$ cat config.mk
export PLATFORM = sky130hd
export DESIGN_NAME = outclk_gate
export DESIGN_NICKNAME = d
export VERILOG_FILES = /design/src/rtl/outclk_gate_pkg.sv /design/src/rtl/outclk_sync.sv /design/src/rtl/outclk_src_comb.sv /design/src/rtl/outclk_chan.sv /design/src/rtl/outclk_gate.sv
export SDC_FILE = /design/constraint.sdc
export NUM_CORES = 1
export LEC_CHECK = 0
export BUFFER_PORTS_ARGS = -buffer_cell sky130_fd_sc_hd__clkbuf_2
export CORE_MARGIN = 3
export CORE_UTILIZATION = 35
export DETAILED_ROUTE_END_ITERATION = 8
export GPL_TIMING_DRIVEN = 0
export MAX_ROUTING_LAYER = met4
export PLACE_DENSITY_LB_ADDON = 0.3
export SYNTH_ARGS = -nofsm -noshare
export SYNTH_HDL_FRONTEND = slang
export SYNTH_SLANG_ARGS = --single-unit
$ cat constraint.sdc
create_clock -name clk -period 2.3 [get_ports clk]
set_input_delay 0.115 -clock clk [delete_from_list [all_inputs] [get_ports clk]]
set_output_delay 0.115 -clock clk [all_outputs]
set_load 0.01 [all_outputs]
$ cat src/rtl/outclk_gate_pkg.sv
package outclk_gate_pkg;

  // Per-output status code reported on out_status
  typedef enum logic [1:0] {
    OST_OFF_LO = 2'b00,
    OST_OFF_HI = 2'b01,
    OST_RUN    = 2'b10
  } ost_e;

  localparam int OST_W    = 2;
  localparam int SYNC_STG = 2;

endpackage

$ cat src/rtl/outclk_sync.sv
module outclk_sync #(
  parameter int W      = 1,
  parameter int STAGES = outclk_gate_pkg::SYNC_STG,
  parameter logic [W-1:0] RST_VAL = '0
) (
  input  logic         clk,
  input  logic         rst,
  input  logic [W-1:0] d_async,
  output logic [W-1:0] d_sync
);

  logic [W-1:0] stage_q [STAGES];

  always_ff @(posedge clk) begin
    if (rst) begin
      for (int s = 0; s < STAGES; s++) stage_q[s] <= RST_VAL;
    end else begin
      stage_q[0] <= d_async;
      for (int s = 1; s < STAGES; s++) stage_q[s] <= stage_q[s-1];
    end
  end

  assign d_sync = stage_q[STAGES-1];

endmodule

$ cat src/rtl/outclk_src_comb.sv
module outclk_src_comb #(
  parameter int N_OUT = 12
) (
  input  logic             pin_dis,
  input  logic             lol_act,
  input  logic             ctl_sel,
  input  logic             reg_disable,
  input  logic             lol_mask,
  input  logic [N_OUT-1:0] lol_src_en,
  input  logic [N_OUT-1:0] force_on,
  output logic [N_OUT-1:0] dis_req
);

  // Shared sources: pin always, register only when selected
  logic shared_dis;
  assign shared_dis = pin_dis | (ctl_sel & reg_disable);

  for (genvar i = 0; i < N_OUT; i++) begin : g_src
    logic lol_dis;
    assign lol_dis    = lol_act & ~lol_mask & lol_src_en[i];
    assign dis_req[i] = ~force_on[i] & (shared_dis | lol_dis);
  end

endmodule

$ cat src/rtl/outclk_chan.sv
module outclk_chan
  import outclk_gate_pkg::*;
(
  input  logic       clk,
  input  logic       rst,
  input  logic       dis_req,
  input  logic       park_hi,
  output logic       run,
  output logic       gclk,
  output logic [1:0] status
);

  logic at_park;
  assign at_park = (gclk == park_hi);

  always_ff @(posedge clk) begin
    if (rst) begin
      run  <= 1'b0;
      gclk <= 1'b0;
    end else if (run) begin
      // stop only while sitting at the parked level
      if (dis_req && at_park) run  <= 1'b0;
      else                    gclk <= ~gclk;
    end else begin
      if (!dis_req && at_park) begin
        run  <= 1'b1;
        gclk <= ~gclk;
      end else begin
        gclk <= park_hi;
      end
    end
  end

  always_comb begin
    if (run)       status = OST_RUN;
    else if (gclk) status = OST_OFF_HI;
    else           status = OST_OFF_LO;
  end

endmodule

$ cat src/rtl/outclk_gate.sv
module outclk_gate
  import outclk_gate_pkg::*;
#(
  parameter int N_OUT = 12
) (
  input  logic                   clk,
  input  logic                   rst,
  input  logic                   oe_pin_n,
  input  logic                   lol_in,
  input  logic                   ctl_sel,
  input  logic                   reg_disable,
  input  logic                   lol_mask,
  input  logic [N_OUT-1:0]       lol_src_en,
  input  logic [N_OUT-1:0]       park_hi,
  input  logic [N_OUT-1:0]       force_on,
  output logic [OST_W*N_OUT-1:0] out_status,
  output logic [N_OUT-1:0]       gclk_out
);

  logic [1:0]       sync_q;
  logic [N_OUT-1:0] dis_req;
  logic [N_OUT-1:0] run_vec;

  // pin resets to its disabling level, lock status to locked
  outclk_sync #(.W(2), .STAGES(SYNC_STG), .RST_VAL(2'b01)) u_sync (
    .clk     (clk),
    .rst     (rst),
    .d_async ({lol_in, oe_pin_n}),
    .d_sync  (sync_q)
  );

  outclk_src_comb #(.N_OUT(N_OUT)) u_src (
    .pin_dis     (sync_q[0]),
    .lol_act     (sync_q[1]),
    .ctl_sel     (ctl_sel),
    .reg_disable (reg_disable),
    .lol_mask    (lol_mask),
    .lol_src_en  (lol_src_en),
    .force_on    (force_on),
    .dis_req     (dis_req)
  );

  for (genvar i = 0; i < N_OUT; i++) begin : g_chan
    outclk_chan u_chan (
      .clk     (clk),
      .rst     (rst),
      .dis_req (dis_req[i]),
      .park_hi (park_hi[i]),
      .run     (run_vec[i]),
      .gclk    (gclk_out[i]),
      .status  (out_status[OST_W*i +: OST_W])
    );
  end

endmodule

==> run_results.csv, run 1 <==
group,metric,value,unit
sta,rsz0062_at_grt,"no",
yosys,yosys_warnings,0,
cts,postCtsResizedCells,0,
detailed_routing,wl,3560,um
detailed_routing,vias,1362,
sta,max_freq,768,MHz
die,dieArea,0.00545,sq mm
layout,final_cell_mix,"clkbuf_2, dfxtp_1, nor2b_1",
grt,top_usage_layer,"met2",
yosys,synth_top_area_share,34.8,%
die,coreArea,0.00441,sq mm
sta,fin_crit,1.30,ns
setup_path,worst_ep_arrival_time,1.47,ns
power_and_ir_drop,total_power,0.00128,W
yosys,netlist_area,0.00161,sq mm
min_path,hold_path.class,"in2reg",
sta,finalCritPeriodShare,56.6,%
setup_path,start_kind,"flop",
grt,grt_pass1_wl,5730,um
yosys,synth-seq-area-share,34.8,%
sta,worst_pin_slew,0.547,ns
grt,grtUsageTotal,13.8,%
cts,clock_path_buffers,2,
setup_path,rr_startpoint,"u_sync.stage_q[0][3]$_SDFF_PP0_",
layout,layout.nets,298,
detailed_routing,drtIter0Drc,35,
detailed_routing,drtAntennaViolNets,0,
layout,post-route-util,48.1,%
cts,post_cts_buffers,0,
grt,grt_pass1_vias,1246,
cts,insertion_delay,0.27,ns
grt,grt_max_degree,16,
detailed_routing,drc,0,
power_and_ir_drop,p_comb_share,30.3,%
layout,layout_commonest_cell,"clkbuf_2",
setup_path,worstSetupPathType,"reg2reg",
sta,setup_viol,0,
yosys,synth_largest_area_cell,"dfxtp_1",
yosys,yosys-top-cells-area,"dfxtp_1, buf_4, nor2b_1",
power_and_ir_drop,p_switching,0.000363,W
sta,skew,0.00586,ns
power_and_ir_drop,clkPwrFrac,24.1,%
cts,cts_tree,"done",
yosys,yosysUniqueCellTypes,15,
layout,fin_cells,306,
die,dieWidth,73.9,um
cts,cts.reportedPaths.clkPinSlew,0.10,ns
placement,placed_cells,302,
run_status,status,"completed",
setup_path,ff2ff_setup_slack,1.0,ns
setup_path,worstPathMaxFanout,10,
setup_path,cp.required,2.47,ns
power_and_ir_drop,swShare,28.4,%
grt,grt-ovfl-total,0,
yosys,synth_nets,215,
yosys,syn-mean-instance-area,9.37,sq um
detailed_routing,drtPass1Iterations,4,
power_and_ir_drop,power.density,601,mW/mm^2
cts,htreeDepth,1,
die,ioPinCount,79,
detailed_routing,wl_per_cell,11.6,um
flow_run,maxCapViolCount,0,
setup_path,reg2reg_depth,4,
setup_path,end_kind,"flop",
cts,cts-root-buf,"clkbuf_8",
grt,grtUsageMet2,21.2,%
grt,grt.met1_usage,18.4,%
min_path,whs_path_depth,2,
die,die_y,73.9,um
layout,area_delta_synth_final,31.7,%
grt,use_met3,3.15,%
sta,setup_tns,0,ns
placement,dp_hpwl,2840,um
cts,cts_buffers,3,
min_path,holdCritStartpoint,"oe_pin_n",
min_path,holdPathEnd,"u_sync.stage_q[0][0]$_SDFF_PP1_",
die,start_util,36.5,%
cts,clock_sinks,28,
die,rows,24,
yosys,ys_ff_latch,28,
placement,pre_cts_slack,1.01,ns
placement,gp_congestion,0.727,
grt,antenna_found_initial,0,
sta,relSlewSlack,63.5,%
power_and_ir_drop,intPower,0.000913,W
sta,hold_viol_final,0,
sta,timing.final.ws_setup,0.998,ns
placement,numPortBuffers,78,
cts,ctsHoldBuffers,0,
power_and_ir_drop,leakage,1.02,nW
setup_path,r2r_end,"g_chan[11].u_chan.gclk$_SDFFE_PP0P_",
layout,final_layout_size_suffix_gt1_share,53.5,%
yosys,syn_inst,172,
detailed_routing,via_per_inst,4.45,
layout,diodes,0,
power_and_ir_drop,vdd_ir_drop_max,0.219,mV
sta,maxSlewViolCount,0,
power_and_ir_drop,power_frac_seq,45.6,%
[stage by stage]
step	hold slack, ns	cell area, sq um
floorplan	0.219	1610
global placement	0.306	2070
detailed placement	0.301	2070
CTS	0.0133	2120
global route	0.0254	2120
finish	0.0150	2120
[critical path, cell delays in order (launching register included)]
cell and delay (ns):
dfxtp_1 0.38, buf_4 0.19, nand3b_1 0.11, a21oi_2 0.21
mux2_4 0.31
[routing by layer]
layer / wire [um] / share of wire, % / vias to the layer above
met2: 1570 / 44 / 56
met3: 330 / 9.3 / 2
met1: 1640 / 46 / 590
met4: 13 / 0.37 / 0
met5: 0 / 0 / -
li1: - / - / 714
[layout make-up]
cell class | count | area (sq um)
Clock buffer | 4 | 55.1
Fill cell | 437 | 2290
Multi-Input combinational cell | 113 | 830
Buffer | 31 | 221
Tap cell | 52 | 65.1
Sequential cell | 28 | 561
Timing Repair Buffer | 78 | 390
[synth_stat cells]
cell type	number
mux2_2	2
nand3b_1	12
clkbuf_1	2
buf_2	3
a21oi_2	11
nor2b_1	26
a211oi_1	12
a21oi_1	2
or2_2	2
nor2_1	24
xnor2_1	12
buf_4	25
dfxtp_1	28
buf_6	1
mux2_4	10
[power groups by stage]
| stage | logic, W | clock network [W] | registers (W) |
|---|---|---|---|
| floorplan | 0.000262 | 0 | 0.000581 |
| global placement | 0.000385 | 0 | 0.000592 |
| detailed placement | 0.000392 | 0 | 0.000593 |
| CTS | 0.000393 | 0.000314 | 0.000582 |
| global route | 0.000427 | 0.000336 | 0.000591 |
| finish | 0.000387 | 0.000308 | 0.000581 |
[cells by family (layout without fill, tap and decap cells)]
logic type,after synthesis,after routing,share of synthesized area [%]
flops,28,28,34.8
xor+xnor,12,12,6.52
mux,12,12,10.7
simple gates,64,64,22.1
buf+inv,31,113,13.7
compound gates,25,25,12.2
[how the worst max path moves through the flow]
stage	end	cells past startpoint	start	slack, ns
finish	g_chan[11].u_chan.gclk$_SDFFE_PP0P_	4	u_sync.stage_q[0][3]$_SDFF_PP0_	1.0
global placement	g_chan[11].u_chan.gclk$_SDFFE_PP0P_	4	u_sync.stage_q[0][3]$_SDFF_PP0_	1.01
floorplan	g_chan[4].u_chan.gclk$_SDFFE_PP0P_	4	u_sync.stage_q[0][3]$_SDFF_PP0_	1.15
global route	g_chan[11].u_chan.gclk$_SDFFE_PP0P_	4	u_sync.stage_q[0][3]$_SDFF_PP0_	0.91
detailed placement	g_chan[11].u_chan.gclk$_SDFFE_PP0P_	4	u_sync.stage_q[0][3]$_SDFF_PP0_	1.01
CTS	g_chan[11].u_chan.gclk$_SDFFE_PP0P_	4	u_sync.stage_q[0][3]$_SDFF_PP0_	1.0
Power figures use the tool's default switching activity.
==> run 2: changes to the inputs <==
Clock period 2.3 ns to 1.3 ns, I/O delays scaled along.
==> run_results.csv, run 2 (synthesized netlist as in run 1, its figures left out) <==
group,metric,value,unit
layout,multi_input_area,830,sq um
placement,numPortBuffers,78,
layout,final_area,0.00215,sq mm
grt,grtUsageTotal,13.9,%
die,dieWidth,73.9,um
layout,layout.nets,301,
die,coreArea,0.00441,sq mm
grt,antenna_found_initial,0,
detailed_routing,drc,0,
die,dieArea,0.00545,sq mm
cts,clock_path_buffers,2,
placement,dp_hpwl,2840,um
layout,fill_cells,434,
grt,grt_pass1_vias,1258,
setup_path,ff2ff_setup_slack,0.07,ns
power_and_ir_drop,power.density,1050,mW/mm^2
cts,clock_sinks,28,
power_and_ir_drop,leakage,1.04,nW
die,die_y,73.9,um
cts,cts_tree,"done",
layout,fin_cells,309,
detailed_routing,drtPass1Iterations,4,
cts,insertion_delay,0.27,ns
setup_path,start_kind,"flop",
die,start_util,36.5,%
sta,fin_crit,1.23,ns
grt,grt-ovfl-total,0,
sta,max_freq,815,MHz
layout,diodes,0,
power_and_ir_drop,total_power,0.00226,W
sta,hold_viol_final,0,
sta,setup_tns,0,ns
sta,skew,0.00455,ns
setup_path,cp.required,1.47,ns
cts,cts.reportedPaths.clkPinSlew,0.10,ns
setup_path,endpoint,"g_chan[11].u_chan.gclk$_SDFFE_PP0P_",
detailed_routing,via_per_inst,4.44,
sta,setup_viol,0,
layout,final_layout_size_suffix_gt1_share,53.7,%
placement,place_area,0.00207,sq mm
setup_path,worst_ep_arrival_time,1.39,ns
setup_path,r2r_end,"g_chan[11].u_chan.gclk$_SDFFE_PP0P_",
grt,grt_max_degree,16,
sta,relSlewSlack,63.6,%
sta,worst_pin_slew,0.546,ns
power_and_ir_drop,vdd_ir_drop_max,0.392,mV
detailed_routing,drtIter0Drc,38,
layout,final_cell_mix,"clkbuf_2, dfxtp_1, nor2b_1",
grt,grt_pass1_wl,5770,um
die,ioPinCount,79,
layout,area_delta_synth_final,33.7,%
placement,placed_cells,302,
flow_run,maxCapViolCount,0,
setup_path,end_kind,"flop",
cts,cts_buffers,3,
detailed_routing,wl,3580,um
setup_path,crit_path_start,"u_sync.stage_q[0][3]$_SDFF_PP0_",
placement,gp_congestion,0.727,
detailed_routing,vias,1372,
detailed_routing,drtAntennaViolNets,0,
layout,layout_commonest_cell,"clkbuf_2",
setup_path,reg2reg_depth,4,
setup_path,worstPathMaxFanout,10,
detailed_routing,wl_per_cell,11.6,um
die,rows,24,
layout,regArea,562,sq um
setup_path,worstSetupPathType,"reg2reg",
min_path,hold_path.class,"in2reg",
sta,finalCritPeriodShare,94.4,%
cts,cts-root-buf,"clkbuf_8",
run_status,status,"completed",
setup_path,rr_startpoint,"u_sync.stage_q[0][3]$_SDFF_PP0_",
cts,htreeDepth,1,
sta,maxSlewViolCount,0,
[run 2: cell count changes in the layout (fill, tap and decap cells not counted)]
| cell | delta |
|---|---|
| dfxtp_2 | +1 |
| dfxtp_1 | -1 |
| buf_6 | +1 |
| dlygate4sd3_1 | +2 |
[run 2: routing by layer]
metal | wire length, um | vias up | GRT usage [%]
met1 | 1620 | 594 | 18.2
met4 | 13 | 0 | 3.02
li1 | - | 720 | -
met2 | 1610 | 56 | 21.8
met3 | 339 | 2 | 3.15
met5 | 0 | - | -
[run 2: report_power, final]
group | leakage [nW] | internal, W | total (W) | switching (W)
clock | 0.0288 | 0.000271 | 0.000542 | 0.000271
combinational | 0.776 | 0.000402 | 0.000692 | 0.000290
sequential | 0.234 | 0.000949 | 0.00103 | 0.0000796
[run 2: worst min-delay path by stage]
stage,start,to,slack [ns],depth (start not counted)
after floorplan,oe_pin_n,u_sync.stage_q[0][0]$_SDFF_PP1_,0.17,1
after global placement,oe_pin_n,u_sync.stage_q[0][0]$_SDFF_PP1_,0.26,2
after detailed placement,oe_pin_n,u_sync.stage_q[0][0]$_SDFF_PP1_,0.25,2
after CTS,force_on[2],g_chan[2].u_chan.gclk$_SDFFE_PP0P_,0.12,3
after global routing,force_on[5],g_chan[5].u_chan.gclk$_SDFFE_PP0P_,0.11,3
final,force_on[8],g_chan[8].u_chan.gclk$_SDFFE_PP0P_,0.12,3
[run 2: per-stage QoR]
step	hold WS (ns)	worst slack [ns]	util, %
after detailed placement	0.251	0.00866	46.8
after global placement	0.256	0.00687	46.8
after floorplan	0.169	0.150	-
after global routing	0.112	-0.0160	48.8
final	0.123	0.0726	48.8
after CTS	0.116	0.00372	48.5
[run 2: worst max-delay path, stage by stage, from the launching register on]
cell	delay, ns
dfxtp_2	0.37
buf_6	0.14
nand3b_1	0.10
a21oi_2	0.20
mux2_4	0.31
[run 2: layout make-up]
cell class	count	share of cell area, %
multi-input combinational	113	38.5
sequential	28	26.1
timing repair buffer	81	19.4
buffer	31	10.5
tap	52	3.02
clock buffer	4	2.56
[run 2: what timing repair did]
action / in CTS / in global routing
gates resized for setup: 0 / 2
hold buffers: 2 / 0
endpoints found under the setup margin: 1 / 10
pin swaps: 1 / 2
setup buffers: 0 / 1
hold endpoints to repair: 2 / 0
